==> src/rtl/stk_pkg.sv <==
package stk_pkg;

  typedef enum logic [1:0] {
    OP_NONE = 2'b00,
    OP_PUSH = 2'b01,
    OP_POP  = 2'b10,
    OP_SWAP = 2'b11
  } stk_op_e;

  localparam int NPAIR = 4;

  localparam logic [1:0] PAIR_BC   = 2'd0;
  localparam logic [1:0] PAIR_DE   = 2'd1;
  localparam logic [1:0] PAIR_HL   = 2'd2;
  localparam logic [1:0] PAIR_STAT = 2'd3;

endpackage

==> src/rtl/stk_seq.sv <==
module stk_seq
  import stk_pkg::*;
#(
  parameter int PUSH_LAT = 12,
  parameter int POP_LAT  = 10,
  parameter int SWAP_LAT = 16,
  parameter int CNT_W    = 5
) (
  input  logic             clk,
  input  logic             rst_n,
  input  logic             cmd_valid,
  input  stk_op_e          cmd_op,
  output logic             go,
  output logic             busy,
  output logic             done,
  output stk_op_e          op_q,
  output logic [CNT_W-1:0] step
);

  localparam logic [CNT_W-1:0] LAT_PUSH = CNT_W'(PUSH_LAT);
  localparam logic [CNT_W-1:0] LAT_POP  = CNT_W'(POP_LAT);
  localparam logic [CNT_W-1:0] LAT_SWAP = CNT_W'(SWAP_LAT);
  localparam logic [CNT_W-1:0] STEP_ONE = CNT_W'(1);

  stk_op_e          op_n;
  logic [CNT_W-1:0] step_n;
  logic [CNT_W-1:0] lat;

  always_comb begin
    case (op_q)
      OP_PUSH: lat = LAT_PUSH;
      OP_POP:  lat = LAT_POP;
      OP_SWAP: lat = LAT_SWAP;
      default: lat = '0;
    endcase
  end

  assign busy = (op_q != OP_NONE);
  assign done = busy && (step == lat);
  assign go   = cmd_valid && !busy && (cmd_op != OP_NONE);

  always_comb begin
    op_n   = op_q;
    step_n = step;
    if (go) begin
      op_n   = cmd_op;
      step_n = STEP_ONE;
    end else if (done) begin
      op_n   = OP_NONE;
      step_n = '0;
    end else if (busy) begin
      step_n = step + STEP_ONE;
    end
  end

  always_ff @(posedge clk or negedge rst_n) begin
    if (!rst_n) begin
      op_q <= OP_NONE;
      step <= '0;
    end else begin
      op_q <= op_n;
      step <= step_n;
    end
  end

  assert_go_busy_R5: assert property (@(posedge clk) disable iff (!rst_n)
    go |=> busy);

  assert_done_release_R5: assert property (@(posedge clk) disable iff (!rst_n)
    done |=> !busy);

  assert_ignore_busy_R8: assert property (@(posedge clk) disable iff (!rst_n)
    (busy && !done) |=> (busy && $stable(op_q)));

endmodule

==> src/rtl/stk_bus.sv <==
module stk_bus
  import stk_pkg::*;
#(
  parameter int ADDR_W = 16,
  parameter int BYTE_W = 8,
  parameter int CNT_W  = 5
) (
  input  logic                clk,
  input  logic                rst_n,
  input  stk_op_e             op_q,
  input  logic [CNT_W-1:0]    step,
  input  logic [ADDR_W-1:0]   base_q,
  input  logic [2*BYTE_W-1:0] src_q,
  output logic [ADDR_W-1:0]   mem_addr,
  output logic                mem_rd,
  output logic                mem_wr,
  output logic [BYTE_W-1:0]   mem_wdata,
  output logic                cap_lo,
  output logic                cap_hi
);

  localparam int PAIR_W = 2 * BYTE_W;
  localparam logic [ADDR_W-1:0] ONE = ADDR_W'(1);
  localparam logic [ADDR_W-1:0] TWO = ADDR_W'(2);
  localparam logic [CNT_W-1:0]  S1  = CNT_W'(1);
  localparam logic [CNT_W-1:0]  S2  = CNT_W'(2);
  localparam logic [CNT_W-1:0]  S3  = CNT_W'(3);
  localparam logic [CNT_W-1:0]  S4  = CNT_W'(4);

  logic [BYTE_W-1:0] src_hi;
  logic [BYTE_W-1:0] src_lo;

  assign src_hi = src_q[PAIR_W-1:BYTE_W];
  assign src_lo = src_q[BYTE_W-1:0];

  always_comb begin
    mem_addr  = '0;
    mem_rd    = 1'b0;
    mem_wr    = 1'b0;
    mem_wdata = '0;
    cap_lo    = 1'b0;
    cap_hi    = 1'b0;
    case (op_q)
      OP_PUSH: begin
        if (step == S1) begin
          mem_addr  = base_q - ONE;
          mem_wr    = 1'b1;
          mem_wdata = src_hi;
        end else if (step == S2) begin
          mem_addr  = base_q - TWO;
          mem_wr    = 1'b1;
          mem_wdata = src_lo;
        end
      end
      OP_POP: begin
        if (step == S1) begin
          mem_addr = base_q;
          mem_rd   = 1'b1;
        end else if (step == S2) begin
          mem_addr = base_q + ONE;
          mem_rd   = 1'b1;
          cap_lo   = 1'b1;
        end else if (step == S3) begin
          cap_hi   = 1'b1;
        end
      end
      OP_SWAP: begin
        if (step == S1) begin
          mem_addr = base_q;
          mem_rd   = 1'b1;
        end else if (step == S2) begin
          mem_addr = base_q + ONE;
          mem_rd   = 1'b1;
          cap_lo   = 1'b1;
        end else if (step == S3) begin
          mem_addr  = base_q;
          mem_wr    = 1'b1;
          mem_wdata = src_lo;
          cap_hi    = 1'b1;
        end else if (step == S4) begin
          mem_addr  = base_q + ONE;
          mem_wr    = 1'b1;
          mem_wdata = src_hi;
        end
      end
      default: ;
    endcase
  end

  assert_rd_wr_excl_R11: assert property (@(posedge clk) disable iff (!rst_n)
    mem_wr |-> !mem_rd);

  assert_hi_after_lo_R2: assert property (@(posedge clk) disable iff (!rst_n)
    cap_hi |-> $past(cap_lo));

endmodule

==> src/rtl/stk_regs.sv <==
module stk_regs
  import stk_pkg::*;
#(
  parameter int ADDR_W = 16,
  parameter int BYTE_W = 8
) (
  input  logic                clk,
  input  logic                rst_n,
  input  logic                go,
  input  logic                busy,
  input  stk_op_e             cmd_op,
  input  stk_op_e             op_q,
  input  logic [1:0]          cmd_pair,
  input  logic [ADDR_W-1:0]   sp_in,
  input  logic [2*BYTE_W-1:0] bc_in,
  input  logic [2*BYTE_W-1:0] de_in,
  input  logic [2*BYTE_W-1:0] hl_in,
  input  logic [2*BYTE_W-1:0] stat_in,
  input  logic                cap_lo,
  input  logic                cap_hi,
  input  logic [BYTE_W-1:0]   rdata,
  output logic [ADDR_W-1:0]   base_q,
  output logic [ADDR_W-1:0]   sp_q,
  output logic [2*BYTE_W-1:0] src_q,
  output logic [2*BYTE_W-1:0] bc_q,
  output logic [2*BYTE_W-1:0] de_q,
  output logic [2*BYTE_W-1:0] hl_q,
  output logic [2*BYTE_W-1:0] stat_q
);

  localparam int PAIR_W = 2 * BYTE_W;
  localparam logic [ADDR_W-1:0] TWO = ADDR_W'(2);

  logic [PAIR_W-1:0] in_arr [NPAIR];
  logic [PAIR_W-1:0] pr_q   [NPAIR];
  logic [PAIR_W-1:0] pr_n   [NPAIR];
  logic [1:0]        pair_q;
  logic [1:0]        pair_n;
  logic [ADDR_W-1:0] base_n;
  logic [ADDR_W-1:0] sp_n;
  logic [PAIR_W-1:0] src_n;

  always_comb begin
    in_arr[PAIR_BC]   = bc_in;
    in_arr[PAIR_DE]   = de_in;
    in_arr[PAIR_HL]   = hl_in;
    in_arr[PAIR_STAT] = stat_in;
  end

  always_comb begin
    base_n = base_q;
    sp_n   = sp_q;
    pair_n = pair_q;
    src_n  = src_q;
    pr_n   = pr_q;
    if (go) begin
      base_n = sp_in;
      case (cmd_op)
        OP_PUSH: sp_n = sp_in - TWO;
        OP_POP:  sp_n = sp_in + TWO;
        default: sp_n = sp_in;
      endcase
      pair_n = (cmd_op == OP_SWAP) ? PAIR_HL : cmd_pair;
      src_n  = in_arr[pair_n];
      pr_n   = in_arr;
    end else begin
      for (int g = 0; g < NPAIR; g++) begin
        if (pair_q == 2'(g)) begin
          if (cap_lo) pr_n[g][BYTE_W-1:0]      = rdata;
          if (cap_hi) pr_n[g][PAIR_W-1:BYTE_W] = rdata;
        end
      end
    end
  end

  always_ff @(posedge clk or negedge rst_n) begin
    if (!rst_n) begin
      base_q <= '0;
      sp_q   <= '0;
      pair_q <= '0;
      src_q  <= '0;
      pr_q   <= '{default: '0};
    end else begin
      base_q <= base_n;
      sp_q   <= sp_n;
      pair_q <= pair_n;
      src_q  <= src_n;
      pr_q   <= pr_n;
    end
  end

  assign bc_q   = pr_q[PAIR_BC];
  assign de_q   = pr_q[PAIR_DE];
  assign hl_q   = pr_q[PAIR_HL];
  assign stat_q = pr_q[PAIR_STAT];

  assert_sp_hold_R9: assert property (@(posedge clk) disable iff (!rst_n)
    !go |=> $stable(sp_q));

  assert_no_capture_push_R1: assert property (@(posedge clk) disable iff (!rst_n)
    (cap_lo || cap_hi) |-> (op_q != OP_PUSH));

  for (genvar g = 0; g < NPAIR; g++) begin : g_pair_chk
    assert_untouched_R4: assert property (@(posedge clk) disable iff (!rst_n)
      (busy && (pair_q != 2'(g))) |=> $stable(pr_q[g]));
  end

endmodule

==> src/rtl/stack_xfer_unit.sv <==
module stack_xfer_unit
  import stk_pkg::*;
#(
  parameter int ADDR_W   = 16,
  parameter int BYTE_W   = 8,
  parameter int PUSH_LAT = 12,
  parameter int POP_LAT  = 10,
  parameter int SWAP_LAT = 16
) (
  input  logic                clk,
  input  logic                rst_n,
  input  logic                cmd_valid,
  input  logic [1:0]          cmd_op,
  input  logic [1:0]          cmd_pair,
  input  logic [ADDR_W-1:0]   sp_in,
  input  logic [2*BYTE_W-1:0] bc_in,
  input  logic [2*BYTE_W-1:0] de_in,
  input  logic [2*BYTE_W-1:0] hl_in,
  input  logic [2*BYTE_W-1:0] stat_in,
  input  logic [BYTE_W-1:0]   mem_rdata,
  output logic                busy,
  output logic                done,
  output logic [ADDR_W-1:0]   sp_out,
  output logic [2*BYTE_W-1:0] bc_out,
  output logic [2*BYTE_W-1:0] de_out,
  output logic [2*BYTE_W-1:0] hl_out,
  output logic [2*BYTE_W-1:0] stat_out,
  output logic [ADDR_W-1:0]   mem_addr,
  output logic                mem_rd,
  output logic                mem_wr,
  output logic [BYTE_W-1:0]   mem_wdata
);

  localparam int PAIR_W  = 2 * BYTE_W;
  localparam int MAX_LAT = (PUSH_LAT > POP_LAT)
                         ? ((PUSH_LAT > SWAP_LAT) ? PUSH_LAT : SWAP_LAT)
                         : ((POP_LAT > SWAP_LAT) ? POP_LAT : SWAP_LAT);
  localparam int CNT_W   = $clog2(MAX_LAT + 1);

  logic [1:0]        rst_pipe;
  logic              rst_s_n;
  logic              go;
  stk_op_e           op_q;
  stk_op_e           cmd_op_e;
  logic [CNT_W-1:0]  step;
  logic [ADDR_W-1:0] base_q;
  logic [PAIR_W-1:0] src_q;
  logic              cap_lo;
  logic              cap_hi;

  always_ff @(posedge clk or negedge rst_n) begin
    if (!rst_n) begin
      rst_pipe <= '0;
    end else begin
      rst_pipe <= {rst_pipe[0], 1'b1};
    end
  end

  assign rst_s_n  = rst_pipe[1];
  assign cmd_op_e = stk_op_e'(cmd_op);

  stk_seq #(
    .PUSH_LAT (PUSH_LAT),
    .POP_LAT  (POP_LAT),
    .SWAP_LAT (SWAP_LAT),
    .CNT_W    (CNT_W)
  ) seq_i (
    .clk       (clk),
    .rst_n     (rst_s_n),
    .cmd_valid (cmd_valid),
    .cmd_op    (cmd_op_e),
    .go        (go),
    .busy      (busy),
    .done      (done),
    .op_q      (op_q),
    .step      (step)
  );

  stk_bus #(
    .ADDR_W (ADDR_W),
    .BYTE_W (BYTE_W),
    .CNT_W  (CNT_W)
  ) bus_i (
    .clk       (clk),
    .rst_n     (rst_s_n),
    .op_q      (op_q),
    .step      (step),
    .base_q    (base_q),
    .src_q     (src_q),
    .mem_addr  (mem_addr),
    .mem_rd    (mem_rd),
    .mem_wr    (mem_wr),
    .mem_wdata (mem_wdata),
    .cap_lo    (cap_lo),
    .cap_hi    (cap_hi)
  );

  stk_regs #(
    .ADDR_W (ADDR_W),
    .BYTE_W (BYTE_W)
  ) regs_i (
    .clk      (clk),
    .rst_n    (rst_s_n),
    .go       (go),
    .busy     (busy),
    .cmd_op   (cmd_op_e),
    .op_q     (op_q),
    .cmd_pair (cmd_pair),
    .sp_in    (sp_in),
    .bc_in    (bc_in),
    .de_in    (de_in),
    .hl_in    (hl_in),
    .stat_in  (stat_in),
    .cap_lo   (cap_lo),
    .cap_hi   (cap_hi),
    .rdata    (mem_rdata),
    .base_q   (base_q),
    .sp_q     (sp_out),
    .src_q    (src_q),
    .bc_q     (bc_out),
    .de_q     (de_out),
    .hl_q     (hl_out),
    .stat_q   (stat_out)
  );

  assert_idle_bus_R11: assert property (@(posedge clk) disable iff (!rst_s_n)
    !busy |-> (!mem_rd && !mem_wr));

endmodule

==> config.mk <==
export PLATFORM = sky130hd
export DESIGN_NAME = stack_xfer_unit
export DESIGN_NICKNAME = d
export VERILOG_FILES = /design/src/rtl/stk_pkg.sv /design/src/rtl/stk_seq.sv /design/src/rtl/stk_bus.sv /design/src/rtl/stk_regs.sv /design/src/rtl/stack_xfer_unit.sv
export SDC_FILE = /design/constraint.sdc
export NUM_CORES = 1
export LEC_CHECK = 0
export ABC_AREA = 1
export ABC_CLOCK_PERIOD_IN_PS = 4300
export BUFFER_PORTS_ARGS = -buffer_cell sky130_fd_sc_hd__buf_2
export CAP_MARGIN = 25
export CORE_ASPECT_RATIO = 1.75
export CORE_UTILIZATION = 35
export DETAILED_ROUTE_END_ITERATION = 10
export HOLD_SLACK_MARGIN = 0.1
export SLEW_MARGIN = 20
export SYNTH_ARGS = -nofsm -noshare
export SYNTH_HDL_FRONTEND = slang
export SYNTH_HIERARCHICAL = 1
export SYNTH_SLANG_ARGS = --single-unit
==> constraint.sdc <==
create_clock -name clk -period 4.3 [get_ports clk]
set_input_delay 0.215 -clock clk [delete_from_list [all_inputs] [get_ports clk]]
set_output_delay 0.215 -clock clk [all_outputs]
set_load 0.05 [all_outputs]
# --- After elaboration in Yosys (flattened, before gate mapping) ---
# Index checks and enable logic that the tools add are counted.
op_classes:
  add_sub_neg: 6
  order_cmp: 1
  eq_ne: 14
  muxes: 48
  n_bitwise: 1
  reduce_logical: 24
ops:
  columns: ["cell", "n"]
  rows:
  - ["16-bit two-way mux", 14]
  - ["64-bit two-way mux", 1]
  - ["8-bit two-way mux", 8]
  - ["16-bit case mux with 3 select lines", 1]
  - ["16-bit binary-select mux with 2-bit select", 1]
  - ["16-bit case mux with 2 select lines", 1]
  - ["16-bit by 2-bit subtractor with 16-bit output, second input constant", 2]
  - ["2-bit nonzero test", 9]
  - ["16-bit by 1-bit adder with 16-bit output, second input constant", 1]
  - ["16-bit by 2-bit adder with 16-bit output, second input constant", 1]
  - ["8-bit case mux with 2 select lines", 1]
  - ["2-bit AND reduction", 8]
  - ["16-bit by 1-bit subtractor with 16-bit output, second input constant", 1]
  - ["5-bit two-way mux", 3]
  - ["5-bit case mux with 3 select lines", 1]
  - ["1-bit two-way mux", 13]
  - ["2-bit == test, second input constant", 6]
  - ["5-bit by 2-bit == test with 1-bit output, second input constant", 2]
  - ["2-bit by 1-bit == test with 1-bit output, second input constant", 3]
  - ["2-bit two-way mux", 3]
  - ["5-bit by 1-bit adder with 5-bit output, second input constant", 1]
  - ["5-bit by 1-bit == test with 1-bit output, second input constant", 1]
  - ["5-bit by 3-bit == test with 1-bit output, second input constant", 1]
  - ["5-bit == test", 1]
  - ["8 further kinds", 10]
word_totals:
  register_bits: 123
  in_bits: 95
  out_inout_bits: 108
  word_cells: 109

# --- Logic depth before layout (Yosys ltp) ---
# Gate-level depths: netlist of the first run.
depth:
  word_depth: 8
  mapped_depth: 14
  mapped_depth_nobuf: 14

# --- Hierarchy ---
# Netlist of the first run, hierarchy kept.
by_module_without_submodules:
  columns: ["module", "instances", "cells_per_inst", "area_each_um2", "seq_area_each_um2"]
  rows:
  - ["stk_regs", 1, 787, 6015.8, 2827.7]
  - ["stk_bus", 1, 408, 2018.2, 0.0]
  - ["stk_seq", 1, 82, 534.3, 175.2]
  - ["stack_xfer_unit", 1, 3, 53.8, 50.0]

# --- Least setup slack after synthesis of the first run ---
# No wires, ideal clock.
synth_timing:
  path_kind: "reg2out"
  startpoint: "register seq_i.step[3]"
  endpoint: "output mem_wdata[1]"
  arrival_time_ps: 2191
  t_required_ps: 4085
  setup_slack_ps: 1894
  stages_incl_launch_ff: 7
  n_path_buf: 1
  path_cell_list: "dfrtp_1 nor2_4 nand3_1 buf_2 o21ai_0 o21ai_0 o21ai_0"
synth_between:
  elab_chain_len: 6
  word_cells_on_any_way: 11
  cone_classes: "4 x eq/ne; 7 x mux"
synth_rtl:
  columns: ["element", "line", "rtl"]
  rows:
  - ["start: declaration", "stk_seq.sv:17", "output logic [CNT_W-1:0] step"]
  - ["start signal: assignment", "stk_seq.sv:62", "step <= step_n;"]
  - ["5-bit by 3-bit == test with 1-bit output", "stk_bus.sv:80", "end else if (step == S4) begin"]
  - ["8-bit two-way mux", "stk_bus.sv:80", null]
  - ["8-bit two-way mux", "stk_bus.sv:75", "end else if (step == S3) begin"]
  - ["8-bit two-way mux", "stk_bus.sv:71", "end else if (step == S2) begin"]
  - ["8-bit two-way mux", "stk_bus.sv:68", "if (step == S1) begin"]
  - ["8-bit case mux with 2 select lines (*)", "stk_bus.sv:43", "case (op_q)"]
  - ["end: declaration", "stack_xfer_unit.sv:31", "output logic [BYTE_W-1:0] mem_wdata"]
# Every way passes the cells marked *; elsewhere a longest branch is shown, timed or not.

# --- Worst setup path after layout of the first run ---
layout_timing:
  startpoint: "register seq_i.step[3]"
  endpoint: "output mem_addr[2]"
layout_between:
  elab_chain_len: 6
  word_cells_on_any_way: 13
  cone_classes: "4 x eq/ne; 9 x mux"
layout_rtl:
  columns: ["element", "line", "rtl"]
  rows:
  - ["5-bit by 3-bit == test with 1-bit output", "stk_bus.sv:80", null]
  - ["16-bit two-way mux", "stk_bus.sv:80", null]
  - ["16-bit two-way mux", "stk_bus.sv:75", null]
  - ["16-bit two-way mux", "stk_bus.sv:71", null]
  - ["16-bit two-way mux", "stk_bus.sv:68", null]
  - ["16-bit case mux with 3 select lines (*)", "stk_bus.sv:43", null]
  - ["end: declaration", "stack_xfer_unit.sv:28", "output logic [ADDR_W-1:0] mem_addr,"]
# Marks and branches as above.

==> metrics list, run 1 <==
* DRC viols: 0
* Share of the cycle needed by the critical path after routing: 74.2%
* Global-route wire length before repair: 51700 um
- Cells along the critical path: nor2_4 > nand3_2 > inv_1 > nand2_1 > o211ai_1 > nand2_1 > nand3_1 > buf_2
- Root cell of the clock tree: sky130_fd_sc_hd__clkbuf_16
- Once the floorplan was initialized, standard cells occupied between 30% and 40% of the core.
- Share of synthesized flip-flops with an asynchronous set or reset: 100%
* Io pins: 203
- Relative slew margins: a little over a third
- For this run, the register share of the synthesized area comes to 35.4%.
* Antenna violations before repair: 0
- Post-synthesis instance area: 8620 um^2
* Max-cap violation count: 0
- The critical path starts at seq_i/step[3]$_DFFE_PN0P_.
- The worst hold path belongs to the class input pin to register.
- Total Neg Setup Slack: 0 ns
* Remaining global-route overflow: 0
- Share of final-layout standard cells stronger than drive strength 1: 19.0%
* R2R Path Start: seq_i/op_q[1]$_DFFE_PN0P_
- The detail route stage leaves a number of antenna-violating nets equal to 0.
- Number of nets in the layout: 1646
- Summed over all instances, the cell type with the most area after synthesis is sky130_fd_sc_hd__dfrtp_1.
- At the end of the flow the core is filled with cells to between 40% and 50%.
- Leak Pwr: 5.59 nW
- After routing the design area is ~11000 um^2.
- Buffer levels on the longest clock path: 2
- From synthesis to final layout, the design area changed by 29.5%.
- At the pin with the least slew margin, the transition time is 0.973 ns.
* Critical Path RT: 4.09 ns
- The worst setup path is launched from a register.
* Unrepaired setup endpoints after global routing: no
- Synthesis produced a netlist whose cell count is 1280.
- 0 antenna diodes ended up in the layout.
- The final count of pins violating max slew came to 0.
- Top cell by count, worst path: sky130_fd_sc_hd__nand2_1
- The later pin in the worst-skew pair is clocked with a latency of 0.42 ns.
- CP max stage cell: sky130_fd_sc_hd__inv_1
- The hold violation total from the final report came to 0.
* Area of the placeable core: 24100 um^2
- Detailed routing inserted a total of 9502 vias.
- In this run the horizontal extent of the chip is 121 um.
- Routed length per instance: around 18 um
* Leading cell types by count after synthesis: 378 x sky130_fd_sc_hd__nand2_1, 205 x sky130_fd_sc_hd__nor2_1, 124 x sky130_fd_sc_hd__inv_1, 122 x sky130_fd_sc_hd__dfrtp_1, 87 x sky130_fd_sc_hd__o21ai_0
* Final wirelength: approximately 33000 um
- Synthesis produced a netlist with a net count of about 1400.
- Post-CTS repair changed the size of 0 cells.
- Clock-pin slew was measured on the worst setup and hold paths at 0.06 ns.
- DPL Wire Length: about 25000 um
- Final setup violation count: 0
- Global routing used between 20% and 30% of the available tracks.
- The via count of the first global-routing pass was 9499.
* Overall power of the completed layout: 9.13 mW
* Cell Rows: 75
* Buffers added on ports: 202
* Synth top area cells: sky130_fd_sc_hd__dfrtp_1 35%, sky130_fd_sc_hd__nand2_1 16%, sky130_fd_sc_hd__nor2_1 8.9%
- Number of synthesized flops with an enable pin: 0
* Register bit total from synthesis: 122
* Data arrival, critical path: 2.97 ns
- Shortest period the worst path allows: 3.19 ns
- The run finished with clean final reports.
* Per-cell via count in the routed design: 5.15
- Placement-stage cell area: a little under 10000 um^2
- During synthesis, Yosys emitted a total of 6 warnings.
* H-tree depth: 4
- After synthesis, the largest area contributor takes up roughly 35% of total cell area.
* Worst Setup End Kind: output port
- The critical path is of the register to output port type.
- Number of unique standard cell types used by synthesis: 40
* Number of buffers added by the clock tree synthesis step: 17
* Start point of the worst min-delay path: sp_in[7]
- In this design, the largest share of critical-path delay is due to simple AND/OR/NAND/NOR gates.
* Number of buffers inserted by hold repair at cts: 69
- The first detailed-routing pass ran for 8 iterations.
* Overall die area: 25300 um^2
- Worst Path Max Fanout: 21
- Pin count of the biggest net entering global routing: 91
* Fin Clk Skew: approximately 0.01 ns
- Initial drt markers: 644
* Die height: 210 um
- RD Place Congestion: 0.947
* Fillcell total: 2491
- Worst path bufs/invs: 2
- Average cell area after synthesis: 6.74 um^2
- CTS tree: built
- IR analysis of the VDD net gives a maximum drop of 0.523 mV.
- For this design, the sink count on the clock tree is around 120.
- Most instantiated library cell after synthesis: sky130_fd_sc_hd__nand2_1
* Biggest cell delay along the critical path: 0.63 ns
* Most used flip-flop cell after synthesis: sky130_fd_sc_hd__dfrtp_1
- For this run, the top clock speed supported by timing is 0.314 GHz.
- Total power per unit cell area: 818 nW/um^2
* Post-CTS Repair Setup Buffers: 0
## report_power, final
| group | total [mW] | leakage (nW) | internal (mW) | switching, mW |
|---|---|---|---|---|
| Clock | 1.68 | 0.323 | 1.11 | 0.570 |
| Combinational | 5.12 | 3.86 | 1.28 | 3.84 |
| Sequential | 2.34 | 1.40 | 1.70 | 0.639 |
| Total | 9.13 | 5.59 | 4.08 | 5.05 |
## layout by cell type (no fill, tap or decap), types with 12 or more instances in the layout
| master | netlist | layout |
|---|---|---|
| sky130_fd_sc_hd__a21oi_1 | 29 | 29 |
| sky130_fd_sc_hd__a31oi_1 | 82 | 82 |
| sky130_fd_sc_hd__buf_2 | 12 | 202 |
| sky130_fd_sc_hd__clkbuf_16 | 0 | 17 |
| sky130_fd_sc_hd__dfrtp_1 | 122 | 121 |
| sky130_fd_sc_hd__dlygate4sd3_1 | 0 | 69 |
| sky130_fd_sc_hd__ha_1 | 26 | 26 |
| sky130_fd_sc_hd__inv_1 | 124 | 123 |
| sky130_fd_sc_hd__nand2_1 | 378 | 378 |
| sky130_fd_sc_hd__nand3_1 | 79 | 79 |
| sky130_fd_sc_hd__nor2_1 | 205 | 204 |
| sky130_fd_sc_hd__o21ai_0 | 87 | 87 |
| sky130_fd_sc_hd__xor2_1 | 12 | 12 |
## kinds of logic after synthesis
logic type	count (synthesis)	synth area share, %
adder cells (fa/ha/maj)	27	4.01
multiplexers	2	0.232
AO/OA/AOI/OAI	224	16.1
flip-flops	122	35.4
AND/OR/NAND/NOR	706	33.8
other	1	0.0435
XOR/XNOR	13	1.32
buffers and inverters	185	9.13
## path summary, 6_finish.rpt
check	to	slack, ns	cells after the start
min in group asynchronous	rst_pipe[1]$_DFF_PN0_	0.12	2
hold reg to reg	rst_pipe[1]$_DFF_PN0_	0.35	0
max in group asynchronous	regs_i/stat_q[5]$_DFFE_PN0P_	2.94	1
setup / recovery	mem_addr[2]	1.11	8
hold / removal	regs_i/base_q[7]$_DFFE_PN0P_	0.1	3
setup reg to reg	regs_i/bc_q[3]$_DFFE_PN0P_	1.25	9
## layer usage
| metal | vias up | share of wire [%] | wire (um) | track usage [%] |
|---|---|---|---|---|
| li1 | 4639 | - | - | - |
| met1 | 4381 | 36 | 11900 | 28.4 |
| met2 | 374 | 52 | 17300 | 48.6 |
| met3 | 108 | 4.3 | 1430 | 3.42 |
| met4 | 0 | 7.4 | 2440 | 19.5 |
| met5 | - | 0 | 0 | 0 |
## layout make-up
type	count	area (um^2)	area share, %
multi-input combinational	973	4790	42.9
inverter	132	499	4.47
sequential	122	3060	27.4
clock buffer	18	439	3.93
clock inverter	14	243	2.17
tap	308	385	3.45
timing repair buffer	278	1750	15.7
## metrics by stage
step,hold slack (ns),instances,setup WS (ns)
floorplan,-0.0806,1280,0.649
global placement,0.000919,1744,1.37
detailed placement,0.00283,1744,1.27
CTS,0.101,1845,1.18
global route,0.110,1845,0.919
finish,0.0974,1845,1.11
## worst reg2reg max path, stage by stage, from the launching register on
cell                       delay (ns)
sky130_fd_sc_hd__dfrtp_1         0.51
sky130_fd_sc_hd__inv_1           0.11
sky130_fd_sc_hd__ha_1            0.26
sky130_fd_sc_hd__nand2_1         0.11
sky130_fd_sc_hd__inv_2           0.06
sky130_fd_sc_hd__nand2_4         0.11
sky130_fd_sc_hd__clkinv_2        0.29
sky130_fd_sc_hd__inv_4           0.67
sky130_fd_sc_hd__nand2_1         0.55
sky130_fd_sc_hd__a31oi_1         0.30
## sequential cells by signal, summed over array words and instances (netlist names)
register and cells:
rst_pipe 2, regs_i/de_q 16, regs_i/src_q 16, regs_i/pair_q 2, regs_i/sp_q 15, regs_i/base_q 16
regs_i/hl_q 16, seq_i/step 5, seq_i/op_q 2, regs_i/stat_q 16, regs_i/bc_q 16
Power figures use the tool's default switching activity.
==> run 2: changes to the inputs <==
- ABC_AREA: 1 -> 0
- ABC_CLOCK_PERIOD_IN_PS: 4300 -> 2750
- clock period: 4.3 -> 2.75 ns (I/O delays scaled with it)
==> metrics list, run 2 <==
- Final setup violation count: 1
- Summed over all failing endpoints, the final setup total negative slack is -0.0525 ns.
- The number of nets handed over by synthesis was 1048.
- Ranked by total cell area, the synthesized netlist is headed by sky130_fd_sc_hd__dfrtp_1 39%, sky130_fd_sc_hd__a21oi_1 7.3%, sky130_fd_sc_hd__o21ai_0 6.2%.
* CTS tree: built
- Average cell area after synthesis: 8.44 um^2
- Achievable clock frequency: roughly 0.36 GHz
- Hold slack: 0.135 ns
* Relative slew margins: 34.2%
- From left edge to right edge, the die measures 115 um.
- Most instantiated library cell after synthesis: sky130_fd_sc_hd__nand2_1
* Worst Path Max Fanout: 3
- Overall power of the completed layout: about 14 mW
- Fin Clk Skew: roughly 0.008 ns
* Clock network latency to the later pin of the worst-skew pair: approximately 0.42 ns
- The initial utilization of the core area, before any placement, comes to 35.6%.
* Area of the placeable core: 22000 um^2
- Area overhead of the layout relative to synthesis: 40.7%
- In this run the worst setup path begins at regs_i/base_q[11]$_DFFE_PN0P_.
- Capturing instance or port of the critical path: mem_addr[14]
- Of the post-synthesis cell area, the dominant cell type holds 39.0%.
* Fillcell total: 2187
- Most used flip-flop cell after synthesis: sky130_fd_sc_hd__dfrtp_1
- For the finished layout, the period the worst path requires is 2.80 ns.
- By instance count, the cell type seen most on the critical path is sky130_fd_sc_hd__or4_4.
- Buffer levels on the longest clock path: 2
- RD Place Congestion: 0.981
- Area share of and/or/nand/nor cells after synthesis: 18.4%
* R2R Path Start: seq_i/step[0]$_DFFE_PN0P_
- 203 I/O pins were placed.
* Antenna Nets Post-Route: 0
* Share of the cycle needed by the critical path after routing: 102%
- The tightest min-delay check is of the input pin to register type.
* Xor and xnor area share after synthesis: 2.80%
* CP max stage cell: sky130_fd_sc_hd__or4_4
* Layout Cells excl Fill: 1533
- The biggest area contributor in the post-synthesis netlist is sky130_fd_sc_hd__dfrtp_1.
- Clock-pin slew reported for the worst setup and hold paths after clock tree synthesis: 0.06 ns
- Synthesis produced a netlist whose cell count is ~930.
- Final wirelength: about 30000 um
* Buffers added on ports: 202
* Commonest cells after routing, fill and taps aside: 190 x sky130_fd_sc_hd__buf_2, 127 x sky130_fd_sc_hd__nand2_1, 118 x sky130_fd_sc_hd__dfrtp_1, 111 x sky130_fd_sc_hd__a21oi_1, 94 x sky130_fd_sc_hd__o21ai_0
- Global-route wire length before repair: 46300 um
- Total power per unit cell area: 1290 nW/um^2
- Initial drt markers: 600
* DPL Wire Length: approximately 23000 um
- Leak Pwr: 4.98 nW
* H-tree depth: 4
- For the pin with the worst max-slew slack, the measured transition is 0.985 ns.
- Per-cell via count in the routed design: roughly 5.4
* Share of final-layout standard cells stronger than drive strength 1: 30.6%
* Share of synthesized flip-flops with an asynchronous set or reset: 100%
- The synthesized design contains 122 register bits.
* Die height: 200 um
- Count of endpoints failing hold in the final timing report: 0
- Remaining global-route overflow: 0
* Routed length per instance: 19.8 um
- Number of nets in the layout: 1346
- Number of buffers added by the clock tree synthesis step: 17
- FF-to-FF setup slack: 0.48 ns
- The placed instances occupy a cell area of 9460 um^2.
- Summing the areas of all compound-gate instances in the mapped netlist gives between 20% and 30% of the synthesized area.
- The mapped netlist covers slightly below 8000 um^2.
- At the worst endpoint, the required time is about 2.6 ns.
* Mux share of post-synthesis cell area: around 5.9%
* Worst r2r path cells: 7
* TritonCTS Sinks: 122
- Overall die area: 23000 um^2
- Vias: 8348
- Pre-antenna DRT Iters: 6
- The final count of pins violating max slew was 0.
* Via count of the first global-routing pass: 8497
- DRC viols: 0
- Total of warnings raised by yosys: 6
- Final setup slack of the worst path: -0.0525 ns
* Pin count of the biggest net entering global routing: 50
- Biggest cell delay along the critical path: 0.55 ns
* Commonest non-fill, non-tap cell in the layout: sky130_fd_sc_hd__buf_2
- The setup path with the least slack is of type register to output port.
- Unrepaired setup endpoints after global routing: yes
* Outcome: complete, but fails checks
- Number of unique standard cell types used by synthesis: 74
- Once layout is done, the placed cells without fillers occupy ~11000 um^2.
- IR drop worst, VDD: between 0.6 and 0.7 mV
- The final reports fail on setup timing.
* Worst Setup End Kind: output port
- Including well taps, the total number of placed cells is 1419.
- Post-synthesis share of cell area spent on full adders, half adders and majority gates: 4.42%
* Antenna violations before repair: 0
- Leading cell types by count after synthesis: 127 x sky130_fd_sc_hd__nand2_1, 122 x sky130_fd_sc_hd__dfrtp_1, 114 x sky130_fd_sc_hd__a21oi_1, 97 x sky130_fd_sc_hd__o21ai_0, 53 x sky130_fd_sc_hd__clkbuf_1
* Kind of start point of the critical path: register
- Root cell of the clock tree: sky130_fd_sc_hd__clkbuf_16
- In this run the critical register-to-register path is captured at regs_i/stat_q[13]$_DFFE_PN0P_.
- In the global route stage, overall resource usage came out at 27.1%.
- Data arrival, critical path: between 2 and 3 ns
- Number of synthesized flops with an enable pin: 0
* Cells along the critical path: or4_4 > or4_4 > o211ai_1 > a21oi_1 > o32a_1 > buf_6
- N_diodes: 0
* Dominant combinational cell family by area after synthesis: compound AO/OA/AOI/OAI gates
* Cell Rows: 72
- Summing the sequential cell areas from Yosys gives approximately two fifths of the chip area.
* Max-cap violation count: 0
[run 2: cell types whose count changed after synthesis, moves of 57 or more]
| cell | previous run | this run |
|---|---|---|
| sky130_fd_sc_hd__nand2_1 | 378 | 127 |
| sky130_fd_sc_hd__nor2_1 | 205 | 46 |
| sky130_fd_sc_hd__inv_1 | 124 | 20 |
| sky130_fd_sc_hd__a21oi_1 | 29 | 114 |
| sky130_fd_sc_hd__nand3_1 | 79 | 12 |
| sky130_fd_sc_hd__a31oi_1 | 82 | 25 |
[run 2: power by group]
part	switching (mW)	internal, mW	total, mW
Clock	0.836	1.44	2.28
Combinational	6.01	2.64	8.65
Sequential	0.589	2.65	3.24
[run 2: worst min path at each step]
stage | from | to | slack [ns] | depth (start not counted)
floorplan | rst_n | rst_pipe[0]$_DFF_PN0_ | -0.16 | 0
global placement | rst_n | rst_pipe[0]$_DFF_PN0_ | -0.07 | 1
detailed placement | rst_n | rst_pipe[0]$_DFF_PN0_ | -0.07 | 1
CTS | hl_in[14] | regs_i/hl_q[14]$_DFFE_PN0P_ | 0.11 | 3
global route | bc_in[7] | regs_i/bc_q[7]$_DFFE_PN0P_ | 0.12 | 3
finish | bc_in[7] | regs_i/bc_q[7]$_DFFE_PN0P_ | 0.14 | 3
[run 2: final cells by class]
cell class | instances | area, um^2 | area share [%]
multi-input combinational | 715 | 4510 | 41.0
clock buffer | 20 | 447 | 4.06
tap | 296 | 370 | 3.37
timing repair buffer | 348 | 2390 | 21.7
clock inverter | 12 | 149 | 1.35
inverter | 20 | 75.1 | 0.682
sequential | 122 | 3060 | 27.8
[run 2: kinds of logic after synthesis]
| logic type | count (synthesis) |
|---|---|
| AO/OA/AOI/OAI | 325 |
| AND/OR/NAND/NOR | 295 |
| flip-flops | 122 |
| buffers and inverters | 89 |
| multiplexers | 42 |
| adder cells (fa/ha/maj) | 27 |
| XOR/XNOR | 25 |
| other | 1 |
[run 2: through the flow]
step	setup slack, ns	utilization (%)
finish	-0.0525	50.1
global route	-0.132	50.1
CTS	-0.0744	49.6
detailed placement	0.0112	43.0
global placement	0.0289	43.0
floorplan	0.0652	-
[run 2: worst max-delay path, delay by kind of cell (launching register included)]
kind / cells / cell delay (ns)
buf+inv: 1 / 0.16
compound gates: 3 / 0.63
simple gates: 2 / 1.08
flops: 1 / 0.37
[run 2: timing repair]
action / CTS / global route
setup buffers: 1 / 1
cloned: 0 / 0
endpoints found under the setup margin: 13 / 23
resized for setup: 22 / 17
pin swaps: 5 / 2
endpoints found under the hold margin: 82 / 1
hold buffers: 78 / 1
[run 2: layer usage]
| metal | GRT usage [%] | part of all wire (%) | routed length, um | vias to the layer above |
|---|---|---|---|---|
| met5 | 0 | 0 | 0 | - |
| met4 | 18.5 | 6.5 | 1990 | 0 |
| met3 | 5.04 | 4.8 | 1450 | 100 |
| met2 | 49.8 | 53 | 16200 | 345 |
| met1 | 27.3 | 35 | 10800 | 3961 |
| li1 | - | - | - | 3942 |
==> run 3: changes to the inputs <==
- ABC_AREA: 0 -> 1
- CORE_MARGIN: unset -> 10
- CORE_UTILIZATION: 35 -> 30
==> metrics list, run 3 (same netlist as run 1, synthesis figures left out) <==
- Io pins: 203
- DRC viols: 0
- Worst r2r path cells: 9
- Clock-pin slew reported for the worst setup and hold paths after clock tree synthesis: 0.06 ns
- Fraction of power spent switching nets: a little under three fifths
- Initial drt markers: 591
- Leaving out fill and tap cells, the most frequent cells in the layout are 377 x sky130_fd_sc_hd__nand2_1, 203 x sky130_fd_sc_hd__nor2_1, 198 x sky130_fd_sc_hd__buf_2, 123 x sky130_fd_sc_hd__inv_1, 120 x sky130_fd_sc_hd__dfrtp_1.
* Overall power of the completed layout: 14.2 mW
- Internal power: 6.25 mW
- Worst Setup End Kind: output port
* Crit Path Category: register to output port
- Buffer levels on the longest clock path: 2
* Count of endpoints failing hold in the final timing report: 0
* Global-route wire length before repair: 54700 um
- The clock drives 122 sinks.
* Max-cap violation count: 0
- Beginning of the critical path: seq_i/step[2]$_DFFE_PN0P_
- After detailed routing, the average wire length per cell comes to 18.1 um.
* Unrepaired setup endpoints after global routing: no
- IR drop worst, VDD: 0.732 mV
- The detail route stage leaves a number of antenna-violating nets equal to 0.
- Final slew viol count: 0
- Area overhead of the layout relative to synthesis: 34.0%
- Shortest period the worst path allows: 2.57 ns
- Global-route usage over all layers: 19.3%
- Leaving out fill and tap cells, the most frequent cell in the layout is sky130_fd_sc_hd__nand2_1.
- Wires add up to 35200 um.
* Sequential fraction of design power: 25.1%
- Setup violations remaining at the end of the flow were counted as 0.
- Part of the total power dissipated in the clock network: about 16%
- Share of the cycle needed by the critical path after routing: a little over 90%
* Pre-antenna DRT Iters: 5
* Total Neg Setup Slack: 0 ns
* Buffers added on ports: between 200 and 250
* Transition time of the tightest slew-check pin: 0.700 ns
- FF-to-FF setup slack: 0.36 ns
- Post-CTS Repair Setup Buffers: 0
- The worst register-to-register path begins at seq_i/op_q[1]$_DFFE_PN0P_.
* Start point of the worst min-delay path: cmd_valid
- Data arrives at the worst endpoint at 2.43 ns.
* Fin Clk Skew: roughly 0.0078 ns
- Number of nets in the layout: 1676
- For this run the aggregate overflow at the end of global routing stands at 0.
* Relative contribution of combinational cells to total power: between 50% and 60%
- Effective utilization at floorplan: 30.2%
- Total power per unit cell area: 1230 nW/um^2
- Relative slew margins: 53.3%
- Share of final-layout standard cells stronger than drive strength 1: 19.7%
* Pin count of the biggest net entering global routing: between 100 and 150
- Leak Pwr: 5.71 nW
* Critical Path RT: 2.61 ns
- The clock reaches the later pin of the worst-skew pair after around 0.43 ns.
- Die height: 244 um
* N_diodes: 0
* Antenna violations before repair: 0
- The initialized floorplan defines 82 standard-cell rows.
- The run finished with clean final reports.
* Place WS: 0.368 ns
- Switching Power: 7.98 mW
- Capturing instance or port of the critical path: mem_addr[3]
* Overall die area: 36200 um^2
- The congestion estimate from routability-driven global placement came to 0.964.
- Number of buffers added by the clock tree synthesis step: 17
* Area of the placeable core: 28500 um^2
- TritonCTS built the clock tree.
- Via count of the first global-routing pass: just under 10000
* Vias: 9500
* HP Class: input pin to register
- The H-tree was split into 4 levels.
- In the post-route analysis, the smallest setup slack over all paths is 0.180 ns.
- Dividing the detail-routed via count by the number of cells gives about 5.
- Kind of start point of the critical path: register
- The endpoint identified for the worst register-to-register timing path is regs_i/stat_q[1]$_DFFE_PN0P_.
- Root cell of the clock tree: sky130_fd_sc_hd__clkbuf_16
- Die outline width: 148 um
* DPL Wire Length: 26800 um
- Worst Path Max Fanout: 12
- Derived from the worst setup path, the maximum achievable clock frequency is between 0.3 and 0.4 GHz.
## run 3: cell types whose count changed in the layout (fill, tap and decap cells not counted), sizes merged, moves of 46 or more
cell and change:
a21oi -83, inv +114, nor2 +173, buf -46, nand3 +71, a31oi +57
nand2 +261
## run 3: layout make-up
cell class	count	area, um^2
multi-input cells	973	4810
clock inverters	12	138
inverters	132	499
fillers	3080	17000
repair buffers	308	2110
clock buffers	20	467
flip-flops and latches	122	3060
well taps	378	473
## run 3: layer usage
layer / part of all wire (%) / global-route usage [%] / vias up
li1: - / - / 4707
met1: 36 / 20.0 / 4391
met2: 54 / 35.5 / 320
met3: 5.4 / 3.94 / 82
met4: 4.5 / 10.2 / 0
met5: 0 / 0 / -
## run 3: per-stage QoR
stage / area, um^2 / util (%) / std cells / hold slack (ns)
3_5_place_dp: 10100 / 35.3 / 1827 / -0.0746
2_1_floorplan: 8620 / - / 1280 / -0.158
6_report: 11600 / 40.5 / 1945 / 0.196
3_3_place_gp: 10100 / 35.3 / 1827 / -0.0770
4_1_cts: 11500 / 40.4 / 1945 / 0.178
5_1_grt: 11600 / 40.5 / 1945 / 0.211
## run 3: worst min path at each step
stage / cells past startpoint / to
2_1_floorplan: 0 / rst_pipe[0]$_DFF_PN0_
3_3_place_gp: 1 / rst_pipe[0]$_DFF_PN0_
3_5_place_dp: 1 / rst_pipe[0]$_DFF_PN0_
4_1_cts: 4 / regs_i/pair_q[1]$_DFFE_PN0P_
5_1_grt: 4 / regs_i/pair_q[1]$_DFFE_PN0P_
6_report: 6 / seq_i/step[4]$_DFFE_PN0P_
## run 3: what timing repair did
item | CTS | global route
hold buffers | 86 | 0
endpoints found under the hold margin | 92 | 0
endpoints found under the setup margin | 0 | 12
resized for setup | 0 | 7
## run 3: worst max-delay path: stages, from the launching register on
cell and delay [ns]:
sky130_fd_sc_hd__dfrtp_1 0.47, sky130_fd_sc_hd__nor2_4 0.24, sky130_fd_sc_hd__nand3_4 0.22, sky130_fd_sc_hd__nand2_1 0.22
sky130_fd_sc_hd__nand2_2 0.12, sky130_fd_sc_hd__nand2_2 0.18, sky130_fd_sc_hd__nand4_1 0.10, sky130_fd_sc_hd__o21ai_1 0.13
sky130_fd_sc_hd__buf_2 0.30
## run 3: power groups by stage
stage	Sequential [mW]	Combinational, mW	Clock [mW]
global placement	3.59	8.13	0
CTS	3.58	8.33	2.34
global route	3.69	9.07	2.42
floorplan	5.28	4.22	0
finish	3.58	8.36	2.29
detailed placement	3.60	8.21	0
